[config.mk]
export PLATFORM = sky130hd
export DESIGN_NAME = dbg_obs_mux
export DESIGN_NICKNAME = d
export VERILOG_FILES = /design/src/rtl/dbg_obs_mux_pkg.sv /design/src/rtl/dbg_obs_mux_regs.sv /design/src/rtl/dbg_obs_mux_pin.sv /design/src/rtl/dbg_obs_mux.sv
export SDC_FILE = /design/constraint.sdc
export NUM_CORES = 1
export LEC_CHECK = 0
export BUFFER_PORTS_ARGS = -buffer_cell sky130_fd_sc_hd__buf_4
export CAP_MARGIN = 30
export CORE_UTILIZATION = 45
export DETAILED_ROUTE_END_ITERATION = 8
export MAX_ROUTING_LAYER = met4
export PLACE_DENSITY = 0.88
export SYNTH_ARGS = -nofsm -noshare
export SYNTH_HDL_FRONTEND = slang
export SYNTH_SLANG_ARGS = --single-unit
[constraint.sdc]
create_clock -name clk -period 4.4 [get_ports clk]
set_input_delay 0.66 -clock clk [delete_from_list [all_inputs] [get_ports clk]]
set_output_delay 0.66 -clock clk [all_outputs]
set_load 0.1 [all_outputs]
[src/rtl/dbg_obs_mux_pkg.sv]
package dbg_obs_mux_pkg;
   localparam int ADDR_W = 12;
   localparam int DATA_W = 32;

   localparam logic [ADDR_W-1:0] OFS_CTRL    = 12'h000;
   localparam logic [ADDR_W-1:0] OFS_SELECT  = 12'h004;
   localparam logic [ADDR_W-1:0] OFS_PINVAL  = 12'h010;
   localparam logic [ADDR_W-1:0] OFS_GPO_SET = 12'h014;
   localparam logic [ADDR_W-1:0] OFS_GPO_CLR = 12'h018;
   localparam logic [ADDR_W-1:0] OFS_GPO_VAL = 12'h01C;
   localparam logic [ADDR_W-1:0] OFS_VERSION = 12'h3F4;
   localparam logic [ADDR_W-1:0] OFS_ID0     = 12'h3F8;
   localparam logic [ADDR_W-1:0] OFS_ID1     = 12'h3FC;
endpackage

[src/rtl/dbg_obs_mux_regs.sv]
module dbg_obs_mux_regs
   import dbg_obs_mux_pkg::*;
#(
   parameter int          NUM_PINS  = 8,
   parameter int          SEL_W     = 4,
   parameter logic [3:0]  VER_MAJOR = 4'd1,
   parameter logic [3:0]  VER_MINOR = 4'd0,
   parameter logic [31:0] ID_WORD0  = 32'h4442_4D58,
   parameter logic [31:0] ID_WORD1  = 32'h0000_A3C5
) (
   input  logic                      clk,
   input  logic                      rst_n,
   input  logic                      psel,
   input  logic                      penable,
   input  logic                      pwrite,
   input  logic [ADDR_W-1:0]         paddr,
   input  logic [DATA_W-1:0]         pwdata,
   output logic [DATA_W-1:0]         prdata,
   input  logic [NUM_PINS-1:0]       pin_val,
   output logic                      en,
   output logic [NUM_PINS*SEL_W-1:0] sel_all,
   output logic [NUM_PINS-1:0]       gpo
);
   localparam int SEL_TOT = NUM_PINS * SEL_W;

   initial begin
      if (SEL_TOT > DATA_W) $error("selector fields exceed the data width");
      if (NUM_PINS > DATA_W) $error("pin count exceeds the data width");
   end

   logic                wr;
   logic [NUM_PINS-1:0] set_mask, clr_mask;

   assign wr       = psel && penable && pwrite;
   assign set_mask = (wr && paddr == OFS_GPO_SET) ? pwdata[NUM_PINS-1:0] : '0;
   assign clr_mask = (wr && paddr == OFS_GPO_CLR) ? pwdata[NUM_PINS-1:0] : '0;

   always_ff @(posedge clk or negedge rst_n) begin
      if (!rst_n) begin
         en      <= 1'b0;
         sel_all <= '0;
         gpo     <= '0;
      end else begin
         if (wr && paddr == OFS_CTRL)   en      <= pwdata[0];
         if (wr && paddr == OFS_SELECT) sel_all <= pwdata[SEL_TOT-1:0];
         gpo <= (gpo | set_mask) & ~clr_mask;
      end
   end

   always_comb begin
      prdata = '0;
      case (paddr)
         OFS_CTRL:    prdata[0] = en;
         OFS_SELECT:  prdata[SEL_TOT-1:0] = sel_all;
         OFS_PINVAL:  prdata[NUM_PINS-1:0] = pin_val;
         OFS_GPO_SET: prdata[NUM_PINS-1:0] = gpo;
         OFS_GPO_VAL: prdata[NUM_PINS-1:0] = gpo;
         OFS_VERSION: prdata[7:0] = {VER_MAJOR, VER_MINOR};
         OFS_ID0:     prdata = ID_WORD0;
         OFS_ID1:     prdata = ID_WORD1;
         default:     prdata = '0;
      endcase
   end

   p_set_bits_r5: assert property (@(posedge clk) disable iff (!rst_n)
      (wr && paddr == OFS_GPO_SET) |=>
      ((gpo & $past(pwdata[NUM_PINS-1:0])) == $past(pwdata[NUM_PINS-1:0])));

   p_clr_bits_r6: assert property (@(posedge clk) disable iff (!rst_n)
      (wr && paddr == OFS_GPO_CLR) |=> ((gpo & $past(pwdata[NUM_PINS-1:0])) == '0));

   p_gpo_hold_r10: assert property (@(posedge clk) disable iff (!rst_n)
      !(wr && (paddr == OFS_GPO_SET || paddr == OFS_GPO_CLR)) |=> $stable(gpo));

   p_ctrl_hold_r10: assert property (@(posedge clk) disable iff (!rst_n)
      !(wr && (paddr == OFS_CTRL || paddr == OFS_SELECT)) |=> ($stable(en) && $stable(sel_all)));
endmodule

[src/rtl/dbg_obs_mux_pin.sv]
module dbg_obs_mux_pin #(
   parameter int SRC_N   = 16,
   parameter int SEL_W   = 4,
   parameter bit REG_OUT = 1'b0
) (
   input  logic             clk,
   input  logic             rst_n,
   input  logic             en,
   input  logic [SEL_W-1:0] sel,
   input  logic             gpo_bit,
   input  logic [SRC_N-1:0] probes,
   output logic             pin
);
   localparam logic [SEL_W-1:0] GPO_CODE = SEL_W'(SRC_N - 1);

   initial begin
      if ((1 << SEL_W) != SRC_N) $error("selector width does not match source count");
   end

   logic picked;

   always_comb begin
      if (!en)                  picked = 1'b0;
      else if (sel == GPO_CODE) picked = gpo_bit;
      else                      picked = probes[sel];
   end

   generate
      if (REG_OUT) begin : g_flop
         always_ff @(posedge clk or negedge rst_n) begin
            if (!rst_n) pin <= 1'b0;
            else        pin <= picked;
         end
      end else begin : g_direct
         assign pin = picked;

         p_gpo_route_r4: assert property (@(posedge clk) disable iff (!rst_n)
            (en && sel == GPO_CODE) |-> (pin == gpo_bit));

         p_off_zero_r2: assert property (@(posedge clk) disable iff (!rst_n)
            !en |-> !pin);
      end
   endgenerate
endmodule

[src/rtl/dbg_obs_mux.sv]
module dbg_obs_mux
   import dbg_obs_mux_pkg::*;
#(
   parameter int          NUM_PINS  = 8,
   parameter int          SRC_N     = 16,
   parameter bit          REG_OUT   = 1'b0,
   parameter logic [3:0]  VER_MAJOR = 4'd1,
   parameter logic [3:0]  VER_MINOR = 4'd0,
   parameter logic [31:0] ID_WORD0  = 32'h4442_4D58,
   parameter logic [31:0] ID_WORD1  = 32'h0000_A3C5
) (
   input  logic                      clk,
   input  logic                      rst_n,
   input  logic                      psel,
   input  logic                      penable,
   input  logic                      pwrite,
   input  logic [11:0]               paddr,
   input  logic [31:0]               pwdata,
   output logic [31:0]               prdata,
   input  logic [NUM_PINS*SRC_N-1:0] probe_in,
   output logic [NUM_PINS-1:0]       dbg_out
);
   localparam int SEL_W = $clog2(SRC_N);

   initial begin
      if (SRC_N < 2) $error("at least two sources per pin are needed");
   end

   logic                      en;
   logic [NUM_PINS*SEL_W-1:0] sel_all;
   logic [NUM_PINS-1:0]       gpo;

   dbg_obs_mux_regs #(
      .NUM_PINS (NUM_PINS),
      .SEL_W    (SEL_W),
      .VER_MAJOR(VER_MAJOR),
      .VER_MINOR(VER_MINOR),
      .ID_WORD0 (ID_WORD0),
      .ID_WORD1 (ID_WORD1)
   ) u_regs (
      .clk    (clk),
      .rst_n  (rst_n),
      .psel   (psel),
      .penable(penable),
      .pwrite (pwrite),
      .paddr  (paddr),
      .pwdata (pwdata),
      .prdata (prdata),
      .pin_val(dbg_out),
      .en     (en),
      .sel_all(sel_all),
      .gpo    (gpo)
   );

   generate
      for (genvar n = 0; n < NUM_PINS; n++) begin : g_pin
         dbg_obs_mux_pin #(
            .SRC_N  (SRC_N),
            .SEL_W  (SEL_W),
            .REG_OUT(REG_OUT)
         ) u_pin (
            .clk    (clk),
            .rst_n  (rst_n),
            .en     (en),
            .sel    (sel_all[n*SEL_W +: SEL_W]),
            .gpo_bit(gpo[n]),
            .probes (probe_in[n*SRC_N +: SRC_N]),
            .pin    (dbg_out[n])
         );
      end
   endgenerate

   p_reset_quiet_r1: assert property (@(posedge clk) disable iff (!rst_n)
      $rose(rst_n) |-> (dbg_out == '0));
endmodule

==> results of run 1 <==
## kinds of logic (layout without fill, tap and decap cells)
family	Yosys count	after routing	share of synthesized area [%]
compound gates	54	54	10.50
buf+inv	31	225	5.954
flops	41	41	29.59
mux	78	78	37.53
simple gates	94	94	16.42
## layout by cell type, fill, tap and decap left out, types with 2 or more instances in the layout
cell and instances:
buf_4 213, dfrtp_1 41, mux2_4 30, mux4_2 29, nand2_1 24, a21oi_1 19, mux2i_1 13, and2_1 13
nor2_1 10, mux2_2 6, nand2b_1 5, a211oi_1 5, clkbuf_8 5, or4b_2 4, inv_1 4, nand4_1 4
nor4_1 4, a21o_1 4, o22ai_1 4, nor3_1 4, and3_1 3, a311o_1 3, or2_2 3, nand3_1 3
o21ai_1 3, or3_1 2, or4_4 2, and3b_1 2, o21ai_0 2, or4_1 2, a221oi_1 2, a221o_1 2
a22oi_1 2, clkinv_2 2
## power groups by stage
| stage | Sequential, mW | Combinational (mW) | Clock [mW] |
|---|---|---|---|
| finish | 0.378 | 0.178 | 0.244 |
| global route | 0.378 | 0.190 | 0.266 |
| CTS | 0.378 | 0.178 | 0.250 |
| detailed placement | 0.385 | 0.178 | 0 |
| global placement | 0.385 | 0.171 | 0 |
| floorplan | 0.385 | 0.0424 | 0 |
## state kept, by name (all words and copies together) (netlist names)
signal / count
u_regs.en: 1
u_regs.gpo: 8
u_regs.sel_all: 32
## through the flow
stage               setup WS, ns  util, %  hold WS (ns)
detailed placement         1.112    68.37        0.5370
finish                     1.120    69.55        0.3399
global route              0.9955    69.55        0.3807
CTS                        1.107    69.55        0.3673
global placement           1.140    68.37        0.5355
floorplan                 0.4537        -        0.3644
## path summary, 6_finish.rpt
| path | start | endpoint | depth (start not counted) |
|---|---|---|---|
| max in group asynchronous | rst_n | u_regs.gpo[0] | 1 |
| worst max-delay path | paddr[1] | prdata[2] | 7 |
| worst min-delay path | rst_n | u_regs.sel_all[27] | 1 |
| worst min register to register | u_regs.gpo[3] | u_regs.gpo[3] | 2 |
| worst max register to register | u_regs.sel_all[1] | u_regs.sel_all[1] | 1 |
| min in group clk | pwdata[3] | u_regs.gpo[3] | 2 |
## per-layer routing
layer	global-route usage [%]	share of wire (%)
met1	31.92	37
met2	51.79	54
met3	5.330	7.2
met4	8.197	1.5
met5	-	0
## layout make-up
class | instances | area [um2]
clock buffer | 5 | 68.82
clock inverter | 3 | 17.52
fill | 561 | 2232
inverter | 4 | 15.01
multi-input combinational | 226 | 2248
sequential | 41 | 1026
tap | 99 | 123.9
timing repair buffer | 213 | 1599
==> flow_summary.json, run 1 <==
{
  "rsz0062_at_grt": "false",
  "power_density_mw_per_mm2": 156.8,
  "ys_seq_area_share_pct": 29.59,
  "path_class": "in -> out",
  "die_w_um": 89.78,
  "synth_top_area_share_pct": 29.59,
  "drc": 0,
  "cp.arrival_ns": 2.62,
  "hold_viol_final": 0,
  "power_frac_seq_pct": 47.2,
  "pwr-share-comb_pct": 22.2,
  "synthArstFlopShare_pct": 100.0,
  "clock-sinks": 41,
  "grt_pass1_wl_um": 17640,
  "ys_types": 51,
  "vias": 3446,
  "gp_congestion": 0.9391,
  "routed_wl_um": 11220,
  "nNetsFinal": 668,
  "cp_top_family": "simple AND/OR/NAND/NOR gates",
  "min_path_type": "in -> async",
  "postCtsSetupRepairBufs": 0,
  "port_buffers": 208,
  "synthCells": 298,
  "antenna_found_initial": 0,
  "power_switching_share_pct": 23.76,
  "critical_path.max_stage_delay_ns": 0.57,
  "internal-power_uw": 609.6,
  "die_y_um": 89.78,
  "ios": 217,
  "routed_via_density": 5.831,
  "grt_pass1_vias": 3505,
  "synth_area_mm2": 0.003467,
  "cts-root-buf": "clkbuf_8",
  "ys_top_cells_by_count": "dfrtp_1 (41), mux2_4 (30), mux4_2 (29)",
  "drtIter0Drc": 150,
  "total_power_uw": 799.6,
  "dieArea_mm2": 0.008060,
  "path_common_cell": "buf_4",
  "period_needed_ns": 3.280,
  "clkPwrFrac_pct": 30.5,
  "final_cells": 591,
  "yosysWarnings": 0,
  "cp.required_ns": 3.74,
  "end_kind": "output port",
  "worstSetupStartpointType": "input port",
  "drtAntennaViolNets": 0,
  "ctsHtreeMaxLevel": 2,
  "cts_buffers": 5,
  "crit_fanout": 5,
  "initial_core_util_pct": 47.29,
  "cts_buffer_depth": 2,
  "synth_edf_count": 0,
  "hpwl_um": 8901,
  "setup_violations": 0,
  "place_area_mm2": 0.005012,
  "num_antenna_cells": 0,
  "tightestPinTransition_ns": 0.9539,
  "fin_skew_ns": 0,
  "synth_top_area_cell": "dfrtp_1",
  "grt_use_total_pct": 28.56,
  "overflow": 0,
  "slew_headroom_pct": 35.88,
  "avgSynthCellArea_um2": 11.63,
  "p_sw_uw": 190.0,
  "cts_hold_buf": 0,
  "cp_num_buf_inv": 3,
  "rrSetupSlack_ns": 3.43,
  "post-route-cell-area_mm2": 0.005099,
  "fmax_ghz": 0.3049,
  "peakVddDrop_mv": 0.08808,
  "clk_pin_slew_ns": 0.09,
  "drive_gt1_share_pct": 61.18,
  "synth_nets": 475,
  "cts_tree": "done",
  "core-area_mm2": 0.007331,
  "synthFlopType": "dfrtp_1",
  "cellLeakagePower_nw": 2.440,
  "firstDrtPassIters": 4,
  "drv_slew": 0,
  "crit_chain": "buf_4 > or3b_2 > nor4_1 > buf_4 > a221o_1 > a21o_1 > buf_4",
  "synth_area_leaders": "dfrtp_1 (30%), mux4_2 (19%), mux2_4 (13%)",
  "period_share_pct": 74.54,
  "maxCapViolCount": 0,
  "synth_most_common_cell": "dfrtp_1",
  "grt_max_degree": 42,
  "slowest_stage": "nor4_1",
  "clk_latency_ns": 0.29,
  "avgRoutedWirePerCell_um": 18.98,
  "dp_cells": 583,
  "fin_setup_tns_ns": 0,
  "ctsResizeCount": 0,
  "syn_to_final_growth_pct": 47.06,
  "ys_ff_latch": 41,
  "rows": 31,
  "status": "finished clean"
}
(Power assumes the default switching activity.)
==> run 2, diff against run 1 <==
--- a/config.mk
+++ b/config.mk
@@ -5,12 +5,13 @@
 export SDC_FILE = /design/constraint.sdc
 export NUM_CORES = 1
 export LEC_CHECK = 0
+export ABC_AREA = 1
 export BUFFER_PORTS_ARGS = -buffer_cell sky130_fd_sc_hd__buf_4
 export CAP_MARGIN = 30
 export CORE_UTILIZATION = 45
 export DETAILED_ROUTE_END_ITERATION = 8
 export MAX_ROUTING_LAYER = met4
-export PLACE_DENSITY = 0.88
+export PLACE_DENSITY = 0.87
 export SYNTH_ARGS = -nofsm -noshare
 export SYNTH_HDL_FRONTEND = slang
 export SYNTH_SLANG_ARGS = --single-unit
==> constraint.sdc (replaced) <==
create_clock -name clk -period 3.1 [get_ports clk]
set_input_delay 0.465 -clock clk [delete_from_list [all_inputs] [get_ports clk]]
set_output_delay 0.465 -clock clk [all_outputs]
set_load 0.1 [all_outputs]
==> flow_summary.json, run 2 <==
{
  "synth-compound-area-share_pct": 14.17,
  "power_density_mw_per_mm2": 235.4,
  "synth_top_family_by_area": "simple AND/OR/NAND/NOR gates",
  "synthCells": 618,
  "fin_skew_ns": 0,
  "avgSynthCellArea_um2": 5.857,
  "cp.required_ns": 2.63,
  "ys_top_cells_by_count": "nand2_1 (204), nand3_1 (84), inv_1 (71)",
  "synthAdderAreaFrac_pct": 0,
  "firstDrtPassIters": 5,
  "period_needed_ns": 2.650,
  "synth_xor_area_share_pct": 0,
  "tightestPinTransition_ns": 0.5313,
  "cts_buffers": 5,
  "die_y_um": 91.69,
  "worstReg2RegEnd": "u_regs.gpo[6]",
  "cp.arrival_ns": 2.18,
  "core-area_mm2": 0.007767,
  "total_power_mw": 1.247,
  "ios": 217,
  "grt_max_degree": 42,
  "maxCapViolCount": 0,
  "grt_pass1_wl_um": 20030,
  "initial_core_util_pct": 46.60,
  "ys_types": 29,
  "grt_use_total_pct": 30.43,
  "ys_seq_area_share_pct": 28.34,
  "synth_area_mm2": 0.003620,
  "overflow": 0,
  "min_path_type": "in -> async",
  "gp_congestion": 0.8991,
  "setup_violations": 0,
  "largest_reg_flops": 32,
  "top_register": "u_regs.sel_all",
  "clk_latency_ns": 0.31,
  "synthArstFlopShare_pct": 100.0,
  "dieArea_mm2": 0.008406,
  "synth_edf_count": 0,
  "worstSetupStartpointType": "input port",
  "hpwl_um": 9917,
  "cts_tree": "done",
  "drtAntennaViolNets": 0,
  "final_common_cell": "buf_4",
  "status": "finished clean",
  "yosysWarnings": 0,
  "synth_most_common_cell": "nand2_1",
  "slew_headroom_pct": 64.31,
  "clock-sinks": 41,
  "drc": 0,
  "layout_common_cells": "buf_4 (214), nand2_1 (204), nand3_1 (84), inv_1 (71), nor2_1 (67)",
  "rrSetupSlack_ns": 2.26,
  "die_w_um": 91.69,
  "peakVddDrop_mv": 0.1810,
  "postCtsSetupRepairBufs": 0,
  "rsz0062_at_grt": "false",
  "num_antenna_cells": 0,
  "syn_to_final_growth_pct": 46.32,
  "vias": 4766,
  "ctsResizeCount": 0,
  "fin_setup_tns_ns": 0,
  "clk_pin_slew_ns": 0.09,
  "nNetsFinal": 988,
  "rows": 32,
  "path_class": "in -> out",
  "ys_ff_latch": 41,
  "synth_top_area_cell": "dfrtp_1",
  "period_share_pct": 85.48,
  "ctsHtreeMaxLevel": 2,
  "hold_viol_final": 0,
  "top_regs": "u_regs.sel_all (32), u_regs.gpo (8), u_regs.en (1)",
  "synth_top_area_share_pct": 28.34,
  "synthSimpleGateAreaFrac_pct": 44.59,
  "synthMuxAreaShare_pct": 0,
  "drtIter0Drc": 216,
  "synth_area_leaders": "dfrtp_1 (28%), nand2_1 (21%), nand3_1 (12%)",
  "post-route-cell-area_mm2": 0.005296,
  "end_kind": "output port",
  "dp_slack_ns": 0.4693,
  "fmax_ghz": 0.3774,
  "routed_wl_um": 12610,
  "cts_buffer_depth": 2,
  "cellLeakagePower_nw": 2.907,
  "drv_slew": 0,
  "synth_nets": 795,
  "routed_via_density": 5.214,
  "r2r_cells": 3,
  "place_area_mm2": 0.005176,
  "cts_hold_buf": 0,
  "fin_util_pct": 68.19,
  "cts-root-buf": "clkbuf_8",
  "antenna_found_initial": 0,
  "grt_pass1_vias": 4388,
  "crit_fanout": 17,
  "r2r-start": "u_regs.gpo[6]",
  "synthFlopType": "dfrtp_1",
  "port_buffers": 209,
  "final.setup.worst_slack_ns": 0.4502,
  "drive_gt1_share_pct": 28.45,
  "avgRoutedWirePerCell_um": 13.80
}
-- run 2: cell count changes after synthesis, sizes merged, moves of 8 or more --
| cell | before | now |
|---|---|---|
| mux2 | 36 | 0 |
| nand3 | 3 | 86 |
| nand2 | 24 | 204 |
| nor2 | 11 | 68 |
| inv | 4 | 74 |
| mux4 | 29 | 0 |
| o21ai | 5 | 53 |
| and2 | 13 | 5 |
| mux2i | 13 | 0 |
-- run 2: critical path: stages --
cell	delay (ns)
buf_4	0.11
nor2_1	0.14
nand2_1	0.11
nor2_1	0.15
nand3_2	0.36
buf_4	0.34
o21ai_0	0.18
buf_4	0.32
-- run 2: cells by family after synthesis --
group | count (synthesis)
DFF | 41
buffers and inverters | 105
AOI/OAI and AO/OA | 93
and+or+nand+nor | 379
-- run 2: worst max-delay path by stage --
stage / startpoint / to / slack [ns] / cells past startpoint
floorplan: paddr[11] / prdata[13] / -0.64 / 7
global placement: paddr[11] / prdata[13] / 0.52 / 8
detailed placement: paddr[11] / prdata[13] / 0.47 / 8
CTS: paddr[11] / prdata[13] / 0.47 / 8
global route: u_regs.sel_all[28] / prdata[7] / 0.29 / 9
finish: paddr[11] / prdata[14] / 0.45 / 8
-- run 2: cell type report --
| class | count | area, um2 |
|---|---|---|
| clock buffers | 6 | 82.58 |
| clock inverters | 2 | 37.54 |
| fillers | 710 | 2471 |
| inverters | 77 | 289.0 |
| multi-input cells | 472 | 2127 |
| flip-flops and latches | 41 | 1026 |
| well taps | 102 | 127.6 |
| repair buffers | 214 | 1607 |
-- run 2: routing by layer --
| layer | up-vias | track usage [%] | part of all wire [%] |
|---|---|---|---|
| met2 | 198 | 53.38 | 50 |
| met4 | 0 | 7.407 | 2.0 |
| li1 | 2367 | - | - |
| met1 | 2175 | 37.03 | 41 |
| met5 | - | - | 0 |
| met3 | 26 | 4.063 | 6.4 |
-- run 2: report_power, final --
part | switching (mW) | leakage (nW) | total, mW | internal, mW
registers | 0.000977 | 0.547 | 0.536 | 0.535
logic | 0.0903 | 2.30 | 0.249 | 0.158
clock network | 0.200 | 0.0574 | 0.463 | 0.262
total | 0.292 | 2.91 | 1.25 | 0.955
-- run 2: stage by stage --
step                      std cells  hold slack [ns]
after floorplan                 618           0.1694
after global placement          906           0.4722
after detailed placement        906           0.4765
after CTS                       914           0.1516
after global routing            914           0.1715
final                           914           0.1328
==> run 3, diff against run 2 <==
--- a/config.mk
+++ b/config.mk
@@ -12,6 +12,7 @@
 export DETAILED_ROUTE_END_ITERATION = 8
 export MAX_ROUTING_LAYER = met4
 export PLACE_DENSITY = 0.87
+export REMOVE_ABC_BUFFERS = 1
 export SYNTH_ARGS = -nofsm -noshare
 export SYNTH_HDL_FRONTEND = slang
 export SYNTH_SLANG_ARGS = --single-unit
==> flow_summary.json, run 3 (same netlist as run 2, synthesis figures left out) <==
{
  "path_class": "in -> out",
  "maxCapViolCount": 0,
  "clock-sinks": 41,
  "hpwl_um": 9641,
  "drv_slew": 0,
  "slew_headroom_pct": 62.04,
  "clk_pin_slew_ns": 0.08,
  "min_path_type": "in -> async",
  "drtAntennaViolNets": 0,
  "hold_viol_final": 0,
  "total_power_mw": 1.230,
  "clkPwrFrac_pct": 36.3,
  "period_share_pct": 86.38,
  "dieArea_mm2": 0.008406,
  "layout_common_cells": "buf_4 (215), nand2_1 (204), nand3_1 (84), inv_1 (71), nor2_1 (67)",
  "top_register": "u_regs.sel_all",
  "vias": 4757,
  "die_y_um": 91.69,
  "firstDrtPassIters": 8,
  "postCtsSetupRepairBufs": 0,
  "routed_wl_um": 12270,
  "ctsResizeCount": 0,
  "cts-root-buf": "clkbuf_8",
  "place_area_mm2": 0.005184,
  "clk_latency_ns": 0.29,
  "rows": 32,
  "pwr-share-comb_pct": 20.1,
  "setup_violations": 0,
  "power_density_mw_per_mm2": 232.0,
  "power_frac_seq_pct": 43.6,
  "crit_fanout": 9,
  "port_buffers": 209,
  "slowest_stage": "nor3_1",
  "cts_hold_buf": 0,
  "fillers": 704,
  "grt_pass1_wl_um": 19950,
  "dp_slack_ns": 0.4281,
  "initial_core_util_pct": 46.60,
  "ctsHtreeMaxLevel": 2,
  "rsz0062_at_grt": "false",
  "cellLeakagePower_nw": 2.912,
  "grt_use_total_pct": 30.02,
  "worstSetupStartpointType": "input port",
  "cp.arrival_ns": 2.21,
  "top_regs": "u_regs.sel_all (32), u_regs.gpo (8), u_regs.en (1)",
  "status": "finished clean",
  "avgRoutedWirePerCell_um": 13.41,
  "internal-power_uw": 955.7,
  "grt_max_degree": 42,
  "nNetsFinal": 989,
  "power_switching_share_pct": 22.27,
  "period_needed_ns": 2.678,
  "end_kind": "output port",
  "tightestPinTransition_ns": 0.5651,
  "routed_via_density": 5.199,
  "antenna_found_initial": 0,
  "rrSetupSlack_ns": 2.24,
  "cts_buffer_depth": 2,
  "num_antenna_cells": 0,
  "peakVddDrop_mv": 0.1584,
  "crit_chain": "buf_4 > nor2_1 > nand2_1 > nor3_1 > nand2_1 > o21ai_0 > a21oi_1 > nand2_1 > buf_4",
  "grt_pass1_vias": 4438,
  "cts_tree": "done",
  "gp_congestion": 0.8993,
  "cts_buffers": 5,
  "hold_slack_ns": 0.1373,
  "die_w_um": 91.69,
  "drtIter0Drc": 209,
  "p_sw_uw": 273.8,
  "cp.required_ns": 2.63,
  "largest_reg_flops": 32,
  "final_common_cell": "buf_4",
  "drc": 0,
  "final.setup.worst_slack_ns": 0.4223,
  "core-area_mm2": 0.007767,
  "fin_skew_ns": 0,
  "fmax_ghz": 0.3735,
  "critical_path.max_stage_delay_ns": 0.34,
  "path_common_cell": "nand2_1",
  "syn_to_final_growth_pct": 46.42,
  "post-route-cell-area_mm2": 0.005300,
  "overflow": 0,
  "ios": 217,
  "drive_gt1_share_pct": 28.41
}
[run 3: power groups by stage]
stage          Clock [mW]  Sequential, mW  Combinational, mW
6_report            0.447           0.536              0.247
2_1_floorplan           0           0.546             0.0559
4_1_cts             0.452           0.536              0.248
3_3_place_gp            0           0.546              0.242
5_1_grt             0.471           0.536              0.272
3_5_place_dp            0           0.547              0.247
[run 3: final cells by class]
type,count,area (um2),share of cell area [%]
sequential,41,1026,19.36
timing repair buffer,215,1614,30.45
tap,102,127.6,2.408
multi-input combinational,472,2127,40.13
clock inverter,1,30.03,0.5666
clock buffer,7,86.33,1.629
inverter,77,289.0,5.453
[run 3: critical path, delay by kind of cell]
family / cells / cell delay [ns]
buf+inv: 2 / 0.40
simple gates: 5 / 1.09
compound gates: 2 / 0.27
[run 3: path summary, 6_finish.rpt]
check | start | endpoint | cells after the start
hold / removal | rst_n | u_regs.sel_all[16] | 1
max in group asynchronous | rst_n | u_regs.gpo[5] | 1
setup reg to reg | u_regs.gpo[1] | u_regs.gpo[1] | 3
setup / recovery | paddr[1] | prdata[3] | 9
hold reg to reg | u_regs.sel_all[11] | u_regs.sel_all[11] | 2
min in group clk | pwdata[7] | u_regs.gpo[7] | 2
[run 3: per-layer routing]
| layer | up-vias | GRT usage (%) | wire length (um) |
|---|---|---|---|
| li1 | 2367 | - | - |
| met5 | - | - | 0 |
| met4 | 0 | 7.540 | 227 |
| met2 | 199 | 52.82 | 6204 |
| met1 | 2171 | 36.59 | 5089 |
| met3 | 20 | 3.566 | 750 |
[run 3: through the flow]
stage               cells  utilization [%]  TNS (ns)
finish                915            68.23         0
global route          915            68.23         0
CTS                   915            68.23         0
detailed placement    907            66.74         0
global placement      907            66.74         0
floorplan             590                -    -7.474
